===== src/rtl/pacc_pkg.sv =====
package pacc_pkg;
  localparam int CTRL_W = 7;

  localparam logic [1:0] ADDR_CTRL  = 2'd0;
  localparam logic [1:0] ADDR_FLAGS = 2'd1;
  localparam logic [1:0] ADDR_COUNT = 2'd2;

  localparam int FLAG_EDGE_BIT = 0;
  localparam int FLAG_OVF_BIT  = 1;

  // Packed so that enable lands on bit 6 and edge irq enable on bit 0.
  typedef struct packed {
    logic       en;
    logic       gated;
    logic       edge_sel;
    logic [1:0] clk_sel;
    logic       ovf_ie;
    logic       edge_ie;
  } ctrl_t;
endpackage


===== src/rtl/pacc_sync_edge.sv =====
module pacc_sync_edge #(
  parameter int STAGES = 2
) (
  input  logic clk,
  input  logic rst_n,
  input  logic pin,
  output logic level,
  output logic rise,
  output logic fall
);
  logic [STAGES-1:0] chain;
  logic              prev_q;

  for (genvar i = 0; i < STAGES; i++) begin : g_stage
    if (i == 0) begin : g_first
      always_ff @(posedge clk or negedge rst_n) begin
        if (!rst_n) chain[0] <= 1'b0;
        else        chain[0] <= pin;
      end
    end else begin : g_next
      always_ff @(posedge clk or negedge rst_n) begin
        if (!rst_n) chain[i] <= 1'b0;
        else        chain[i] <= chain[i-1];
      end
    end
  end

  always_ff @(posedge clk or negedge rst_n) begin
    if (!rst_n) prev_q <= 1'b0;
    else        prev_q <= chain[STAGES-1];
  end

  assign level = chain[STAGES-1];
  assign rise  = level & ~prev_q;
  assign fall  = ~level & prev_q;

  // a detected edge is never followed by the same edge on the next cycle
  a_r4_edge_single: assert property (@(posedge clk) disable iff (!rst_n)
    rise |=> !rise);
endmodule


===== src/rtl/pacc_prescale.sv =====
module pacc_prescale #(
  parameter int DIV_LOG2 = 6
) (
  input  logic clk,
  input  logic rst_n,
  output logic tick
);
  logic [DIV_LOG2-1:0] cnt_q;

  always_ff @(posedge clk or negedge rst_n) begin
    if (!rst_n) cnt_q <= '0;
    else        cnt_q <= cnt_q + 1'b1;
  end

  assign tick = &cnt_q;

  // the tick is a one-cycle pulse
  a_r5_tick_single: assert property (@(posedge clk) disable iff (!rst_n)
    tick |=> !tick);
endmodule


===== src/rtl/pacc_counter.sv =====
module pacc_counter #(
  parameter int CNT_W = 16
) (
  input  logic             clk,
  input  logic             rst_n,
  input  logic             load,
  input  logic [CNT_W-1:0] load_val,
  input  logic             inc,
  output logic [CNT_W-1:0] cnt,
  output logic             wrap
);
  always_ff @(posedge clk or negedge rst_n) begin
    if (!rst_n)    cnt <= '0;
    else if (load) cnt <= load_val;
    else if (inc)  cnt <= cnt + 1'b1;
  end

  assign wrap = inc & ~load & (&cnt);

  // an increment from all ones yields zero
  a_r7_wrap_zero: assert property (@(posedge clk) disable iff (!rst_n)
    (inc && !load && (&cnt)) |=> (cnt == '0));
  // a load wins over an increment
  a_r9_load_wins: assert property (@(posedge clk) disable iff (!rst_n)
    load |=> (cnt == $past(load_val)));
  // without increment or load the counter holds
  a_r3_hold: assert property (@(posedge clk) disable iff (!rst_n)
    (!inc && !load) |=> $stable(cnt));
endmodule


===== src/rtl/pulse_accum.sv =====
module pulse_accum
  import pacc_pkg::*;
#(
  parameter int CNT_W       = 16,
  parameter int DIV_LOG2    = 6,
  parameter int SYNC_STAGES = 2
) (
  input  logic             clk,
  input  logic             rst_n,
  input  logic             pin_in,
  input  logic             reg_wr,
  input  logic [1:0]       reg_addr,
  input  logic [CNT_W-1:0] reg_wdata,
  output logic [CNT_W-1:0] reg_rdata,
  output logic             irq_ovf,
  output logic             irq_edge
);
  localparam int PAD_CTRL  = CNT_W - CTRL_W;
  localparam int PAD_FLAGS = CNT_W - 2;

  ctrl_t            ctrl_q;
  logic             ovf_flag, edge_flag;
  logic             lvl, rise, fall, tick;
  logic             edge_evt, gate_open, inc;
  logic             wr_ctrl, wr_flags, wr_cnt;
  logic [CNT_W-1:0] cnt;
  logic             wrap;

  assign wr_ctrl  = reg_wr && (reg_addr == ADDR_CTRL);
  assign wr_flags = reg_wr && (reg_addr == ADDR_FLAGS);
  assign wr_cnt   = reg_wr && (reg_addr == ADDR_COUNT);

  pacc_sync_edge #(.STAGES(SYNC_STAGES)) i_sync (
    .clk(clk), .rst_n(rst_n), .pin(pin_in),
    .level(lvl), .rise(rise), .fall(fall)
  );

  pacc_prescale #(.DIV_LOG2(DIV_LOG2)) i_presc (
    .clk(clk), .rst_n(rst_n), .tick(tick)
  );

  // The same edge counts in event mode and closes the gate in gated mode.
  assign edge_evt  = ctrl_q.edge_sel ? rise : fall;
  assign gate_open = (lvl != ctrl_q.edge_sel);
  assign inc       = ctrl_q.en && (ctrl_q.gated ? (tick && gate_open) : edge_evt);

  pacc_counter #(.CNT_W(CNT_W)) i_cnt (
    .clk(clk), .rst_n(rst_n), .load(wr_cnt), .load_val(reg_wdata),
    .inc(inc), .cnt(cnt), .wrap(wrap)
  );

  always_ff @(posedge clk or negedge rst_n) begin
    if (!rst_n)       ctrl_q <= '0;
    else if (wr_ctrl) ctrl_q <= ctrl_t'(reg_wdata[CTRL_W-1:0]);
  end

  always_ff @(posedge clk or negedge rst_n) begin
    if (!rst_n) begin
      ovf_flag  <= 1'b0;
      edge_flag <= 1'b0;
    end else begin
      ovf_flag  <= (ovf_flag  & ~(wr_flags & reg_wdata[FLAG_OVF_BIT]))  | wrap;
      edge_flag <= (edge_flag & ~(wr_flags & reg_wdata[FLAG_EDGE_BIT])) |
                   (ctrl_q.en & edge_evt);
    end
  end

  always_comb begin
    unique case (reg_addr)
      ADDR_CTRL:  reg_rdata = {{PAD_CTRL{1'b0}}, ctrl_q};
      ADDR_FLAGS: reg_rdata = {{PAD_FLAGS{1'b0}}, ovf_flag, edge_flag};
      ADDR_COUNT: reg_rdata = cnt;
      default:    reg_rdata = '0;
    endcase
  end

  assign irq_ovf  = ovf_flag  & ctrl_q.ovf_ie;
  assign irq_edge = edge_flag & ctrl_q.edge_ie;

  // overflow flag only rises after a wrap
  a_r7_ovf_from_wrap: assert property (@(posedge clk) disable iff (!rst_n)
    $rose(ovf_flag) |-> $past(wrap));
  // edge flag only rises while enabled
  a_r3_edge_needs_en: assert property (@(posedge clk) disable iff (!rst_n)
    $rose(edge_flag) |-> $past(ctrl_q.en));
  // a clear with no competing set empties the edge flag
  a_r8_edge_clear: assert property (@(posedge clk) disable iff (!rst_n)
    (wr_flags && reg_wdata[FLAG_EDGE_BIT] && !(ctrl_q.en && edge_evt)) |=> !edge_flag);
endmodule


===== config.mk =====
export PLATFORM = sky130hd
export DESIGN_NAME = pulse_accum
export DESIGN_NICKNAME = d
export VERILOG_FILES = /design/src/rtl/pacc_pkg.sv /design/src/rtl/pacc_sync_edge.sv /design/src/rtl/pacc_prescale.sv /design/src/rtl/pacc_counter.sv /design/src/rtl/pulse_accum.sv
export SDC_FILE = /design/constraint.sdc
export NUM_CORES = 1
export LEC_CHECK = 0
export BUFFER_PORTS_ARGS = -buffer_cell sky130_fd_sc_hd__buf_2
export CORE_ASPECT_RATIO = 1.2
export CORE_MARGIN = 2
export CORE_UTILIZATION = 60
export CTS_BUF_LIST = sky130_fd_sc_hd__clkbuf_8
export DETAILED_ROUTE_END_ITERATION = 10
export PLACE_DENSITY = 0.87
export SETUP_SLACK_MARGIN = 0.2
export SYNTH_ARGS = -nofsm -noshare
export SYNTH_HDL_FRONTEND = slang
export SYNTH_HIERARCHICAL = 1
export SYNTH_SLANG_ARGS = --single-unit

===== constraint.sdc =====
create_clock -name clk -period 4 [get_ports clk]
set_input_delay 0 -clock clk [delete_from_list [all_inputs] [get_ports clk]]
set_output_delay 0 -clock clk [all_outputs]
set_load 0.005 [all_outputs]

## Word-level counts from Yosys, hierarchy flattened

Cells that the tools add are included.

| word-level totals | value |
|---|---|
| register bits | 34 |
| logic and storage cells | 50 |
| input bits | 22 |
| output and inout port bits | 18 |

| operators by class | value |
|---|---|
| $add $sub $neg | 2 |
| reduce and logical (&&, ||, !) cells | 9 |
| bitwise operators | 18 |
| multiplexer cells | 5 |
| equality and inequality tests | 3 |

Operators with widths:

| operator | count |
|---|---|
| 16-bit case mux with 3 select lines | 1 |
| 16-bit 2-to-1 mux | 2 |
| 16-bit by 1-bit adder with 16-bit output (second input constant) | 1 |
| 16-bit AND reduction | 1 |
| 1-bit AND | 11 |
| 6-bit by 1-bit adder with 6-bit output (second input constant) | 1 |
| 6-bit AND reduction | 1 |
| 1-bit logical AND | 5 |
| 1-bit inverter | 5 |
| 2-bit by 1-bit == test with 1-bit output (second input constant) | 1 |
| 2-bit == test (second input constant) | 1 |
| 2-bit logical NOT | 1 |
| 1-bit 2-to-1 mux | 2 |
| 1-bit OR | 2 |
| 2-bit nonzero test | 1 |
| 1-bit != test | 1 |

## Logic depth before layout (Yosys ltp)

| logic depth | value |
|---|---|
| depth after elaboration | 8 |
| mapped depth | 10 |
| gate-level depth less buffers | 9 |

## By module

Netlist, hierarchy kept.

By module, submodules not included:

| module | cells an instance | area each (um2) | sequential area each (um2) | times used |
|---|---|---|---|---|
| pacc_counter | 101 | 928.4 | 400.4 | 1 |
| pulse_accum | 56 | 600.6 | 225.2 | 1 |
| pacc_prescale | 19 | 239.0 | 150.1 | 1 |
| pacc_sync_edge | 5 | 90.1 | 75.1 | 1 |

## Worst setup path after synthesis

OpenSTA, ideal clock, no wires.

| path | value |
|---|---|
| kind | flip-flop to flip-flop |
| start | register i_presc.cnt_q[0] |
| end | register i_cnt.cnt[13] |
| data arrival time | 1,874 ps |
| required time | 3,875 ps |
| path slack | 2,002 ps |
| clock period less this slack | 1,998 ps |
| library setup time | 125 ps |
| buffers on the path | 1 |
| cell stages (with the launch flop) | 11 |
| cell sequence | dfrtp_1 > ha_1 > nand2_1 > nor2_1 > nand3_1 > o32ai_1 > buf_4 > nand4_2 > nor4_2 > xor2_1 > mux2_2 |

| between the ends | value |
|---|---|
| cells in the longest elaborated chain, start to end | 5 |

RTL lines:

| what | RTL line | source |
|---|---|---|
| from (decl) | pacc_prescale.sv:8 | `logic [DIV_LOG2-1:0] cnt_q;` |
| from (signal assigned) | pacc_prescale.sv:12 | `else cnt_q <= cnt_q + 1'b1;` |
| 6-bit AND reduction | pacc_prescale.sv:15 | `assign tick = &cnt_q;` |
| via tick | pulse_accum.sv:23 | `logic lvl, rise, fall, tick;` |
| 1-bit logical AND | pulse_accum.sv:45 | `assign inc = ctrl_q.en && (ctrl_q.gated ? (tick && gate_open) : edge_evt);` |
| 1-bit 2-to-1 mux | pulse_accum.sv:45 |  |
| 1-bit logical AND | pulse_accum.sv:45 |  |
| via inc | pulse_accum.sv:24 | `logic edge_evt, gate_open, inc;` |
| 2-bit nonzero test (no source line) | - |  |
| to (signal assigned) | pacc_counter.sv:14 | `else if (load) cnt <= load_val;` |
| to (signal assigned) | pacc_counter.sv:15 | `else if (inc) cnt <= cnt + 1'b1;` |
| to (decl) | pacc_counter.sv:9 | `output logic [CNT_W-1:0] cnt,` |

The timed path passes the listed nets, and every way through them passes these cells.
A chain may end at the register's enable or synchronous reset.

## Worst setup path in the final report

| path | value |
|---|---|
| start | register i_sync.chain[1] (netlist: i_sync/level) |
| end | register i_cnt.cnt[13] |

| between the ends | value |
|---|---|
| cells in the longest elaborated chain, start to end | 6 |
| elaborated cells between the ends (all ways) | 9 |
| those cells by class | eq/ne: 1; mux: 2; bitwise: 3; reduce/logical: 3 |

RTL lines:

| what | RTL line | source |
|---|---|---|
| from (decl) | pacc_sync_edge.sv:11 | `logic [STAGES-1:0] chain;` |
| from (signal, indexed assignment) | pacc_sync_edge.sv:23 | `else chain[i] <= chain[i-1];` |
| 1-bit inverter | pacc_sync_edge.sv:35 | `assign fall = ~level & prev_q;` |
| 1-bit AND | pacc_sync_edge.sv:35 |  |
| via fall | pulse_accum.sv:23 |  |
| 1-bit 2-to-1 mux | pulse_accum.sv:43 | `assign edge_evt = ctrl_q.edge_sel ? rise : fall;` |
| 1-bit 2-to-1 mux | pulse_accum.sv:45 |  |
| 1-bit logical AND | pulse_accum.sv:45 |  |
| via inc | pulse_accum.sv:24 |  |
| 2-bit nonzero test (no source line) | - |  |

The timed path passes the listed nets, and every way through them passes these cells.

==> impl_results.md <==
* Status: finished, final reports clean
* Rows at 22
* CTS Sinks at 34
* Fill cells at 207
* Sequential area share after synthesis at ~46%
* Root Driver: clkbuf_8
* Worst Hold Path EP: i_cnt/cnt[15]
* Top cells by area, synth: dfrtp_1 46%, mux2i_1 4.8%, mux2_2 4.8%, xnor2_1 4.7%, nand2_1 4.2%
* Worst setup startpoint: i_sync/level
* Clock Power Share at 27.8%
* CTS tree: built
* Sw Share at between 30% and 40%
* Final net count at 262
* Area Overhead vs Synth at 25.32%
* Hold_sp: reg_wdata[15]
* Total CTS buffers at 5
* Net Count, Synth at 205
* Hold_buf cts at 17
* Main synth FF type: dfrtp_1
* # IOs at 40
* Routed Antenna Nets at 0
* Comb pwr share at approximately a fifth
* CP startpoint kind: flip-flop
* Xor and xnor area share after synthesis at approximately 8.5%
* Worst r2r dst: i_cnt/cnt[13]
* Full die area at between 3000 and 4000 um^2
* CTS resizes at 0
* Largest net degree at the start of global routing at 35
* Compound-Gate Fraction of Synth Area at under 10%
* H-tree depth at 2
* Post-synthesis adder-cell area fraction at roughly 1.3%
* Setup ws final at approximately 1300 ps
* Worst vdd ir at about 0.00033 V
* Worst Hold Class: input port to flip-flop
* Final period util at around 66%
* Yosys reg bits at 34
* Register area at around 850 um^2
* Reg2Reg Depth at 7
* Setup_tns at 0 ps
* Post-DP HPWL at between 2000 and 3000 um
* P_leak at roughly 1.0 nW
* Max-slew violation count at 0
* Worst-margin pin slew at roughly 1100 ps
* Worst Path Required at 4180 ps
* Multi-input combinational cell area at slightly below 1000 um^2
* Commonest cells after routing, fill and taps aside: 39 x buf_2, 34 x dfrtp_1, 21 x nand2_1
* Worst skew pair latency at between 200 and 300 ps
* CP arrival at around 2800 ps
* # diodes at 0
* Post-synth ARST share at 100.0%
* 1st-pass router iterations at 4
* Setup slack, reg-to-reg at between 1000 and 1500 ps
* Die W at roughly 55 um
* Yosys top cell area share at a little under half
* Vias in the first global route at 1546
* PortBufs at 39
* RSZ-0062 raised after global routing: no
* Fmax achieved at about 0.38 GHz
* Vias per inst at ~5.5
* Int Pwr at roughly 640 uW
* Yosys Warn Count at 6
* First-pass GRT wire length at between 6000 and 7000 um
* Residual DRC count at 0
* Synth Area per Inst at ~10 um^2
* Routed length per instance at roughly 15 um
* Path type of the worst setup path: flip-flop to flip-flop
* Pre-CTS WS at between 1000 and 1500 ps
* Cells on Worst Hold Path at 3
* GRT Util Overall at between 20 and 30%
* Post-synthesis simple-gate area fraction at between 20% and 30%
* Synth Instances at about 180
* Layout cells sized above 1 at between 20% and 30%
* Cell accounting for the most synthesized area: dfrtp_1
* Worst slew margin at between 20 and 30%
* Cell Pwr Density at between 300 and 400 nW/um^2
* Post-synth EDFFs at 0
* NetSw at 278.1 uW
* Final Util at between 70% and 80%
* Via Count at ~1500
* Worst Path Max Fanout at 7
* Core area at 3000 um^2
* Finish-stage setup viols at 0
* Yosys cell types at 38
* DRT iter0 DRCs at between 40 and 50
* Mapped Area at ~1900 um^2
* Flop pwr share at about half
* Antenna violations before repair at 0
* Multiplexer share of the synthesized area at under 10%
* Gr ovfl total at 0
* Die height at ~65 um
* CP Capture Type: flip-flop
* Period minus WS final at 2657 ps
* Initial core utilization at 61.93%
* Final instance area at 2328 um^2
* Most common cell after layout, fill and taps aside: buf_2
* Worst-path clk slew at ~70 ps
* Hold Slack at roughly 38 ps
* Largest family of logic cells by synthesized area: simple AND/OR/NAND/NOR gates
* Placed Area at between 2000 and 2500 um^2
* Max Cap Viol at 0
* Final Hold Fails at 0
* GPL Wtd Cong at ~0.76
* Max clock buf depth at 2
* Clk_skew at approximately 7.4 ps
* Reg-to-Reg Start: i_sync/level
* Postcts setup bufs at 0
* Total wire length at a little over 4000 um
==> per-layer routing <==
layer | wire length [um] | track usage (%)
met1 | 1782 | 32.67
met5 | 0 | 0
met2 | 2075 | 43.45
met4 | 97 | 12.50
met3 | 203 | 6.682
==> Yosys cell counts (2+ instances only) <==
cell and count:
buf_4 2, nand2_1 21, o2bb2ai_1 3, o21ai_1 2, xnor2_1 10, mux2i_1 9, nor2_1 13, mux2_2 8
nand4_1 4, dfrtp_1 34, nand4b_1 2, ha_1 2, nor4_2 2, nand3_1 5, and2_1 12, inv_1 4
clkbuf_1 3, xor2_1 8, nor3_1 3, o21ai_0 11, nor2b_1 5, and3_1 2
==> area by class of cell <==
class | count | share of cell area, %
multi-input cells | 137 | 41.27
repair buffers | 56 | 15.69
well taps | 36 | 1.934
flip-flops and latches | 34 | 36.54
clock buffers | 6 | 3.546
clock inverters | 2 | 0.3761
inverters | 4 | 0.6448
==> power groups by stage <==
stage	Combinational, mW	Clock [mW]	Sequential, mW
floorplan	0.122	0	0.455
global placement	0.167	0	0.475
detailed placement	0.174	0	0.475
CTS	0.189	0.261	0.470
global route	0.209	0.280	0.479
finish	0.191	0.255	0.471
==> worst max-delay path, cell delays in order, from the launching register on <==
cell	delay, ps
dfrtp_1	400
and2b_2	210
mux2i_1	70
o32ai_1	880
nand4_2	280
nor4_2	350
xor2_1	90
mux2_2	270
==> stage by stage <==
stage,total power [mW],std cells
4_1_cts,0.9195,275
6_report,0.9167,275
3_3_place_gp,0.6415,250
3_5_place_dp,0.6492,250
2_1_floorplan,0.5772,181
5_1_grt,0.9689,275
==> cells by family after synthesis <==
logic type / count (synthesis)
compound gates: 21
xor+xnor: 18
fa+ha+maj: 2
buf+inv: 10
flops: 34
mux: 17
simple gates: 79
==> worst max-delay path by stage <==
stage	end	slack [ps]	cells past startpoint
final	i_cnt/cnt[13]	1340	7
after global routing	i_cnt/cnt[13]	1250	7
after CTS	i_cnt/cnt[13]	1400	7
after floorplan	i_cnt/cnt[13]	2000	10
after global placement	i_cnt/cnt[13]	1470	7
after detailed placement	i_cnt/cnt[13]	1410	7
==> registers in the layout, indices dropped and copies added, names as in the netlist <==
signal and cells:
ctrl_q 7, edge_flag 1, i_cnt/cnt 16, i_presc/cnt_q 6, i_sync/chain 1, i_sync/level 1
i_sync/prev_q 1, ovf_flag 1
(Power assumes the default switching activity.)
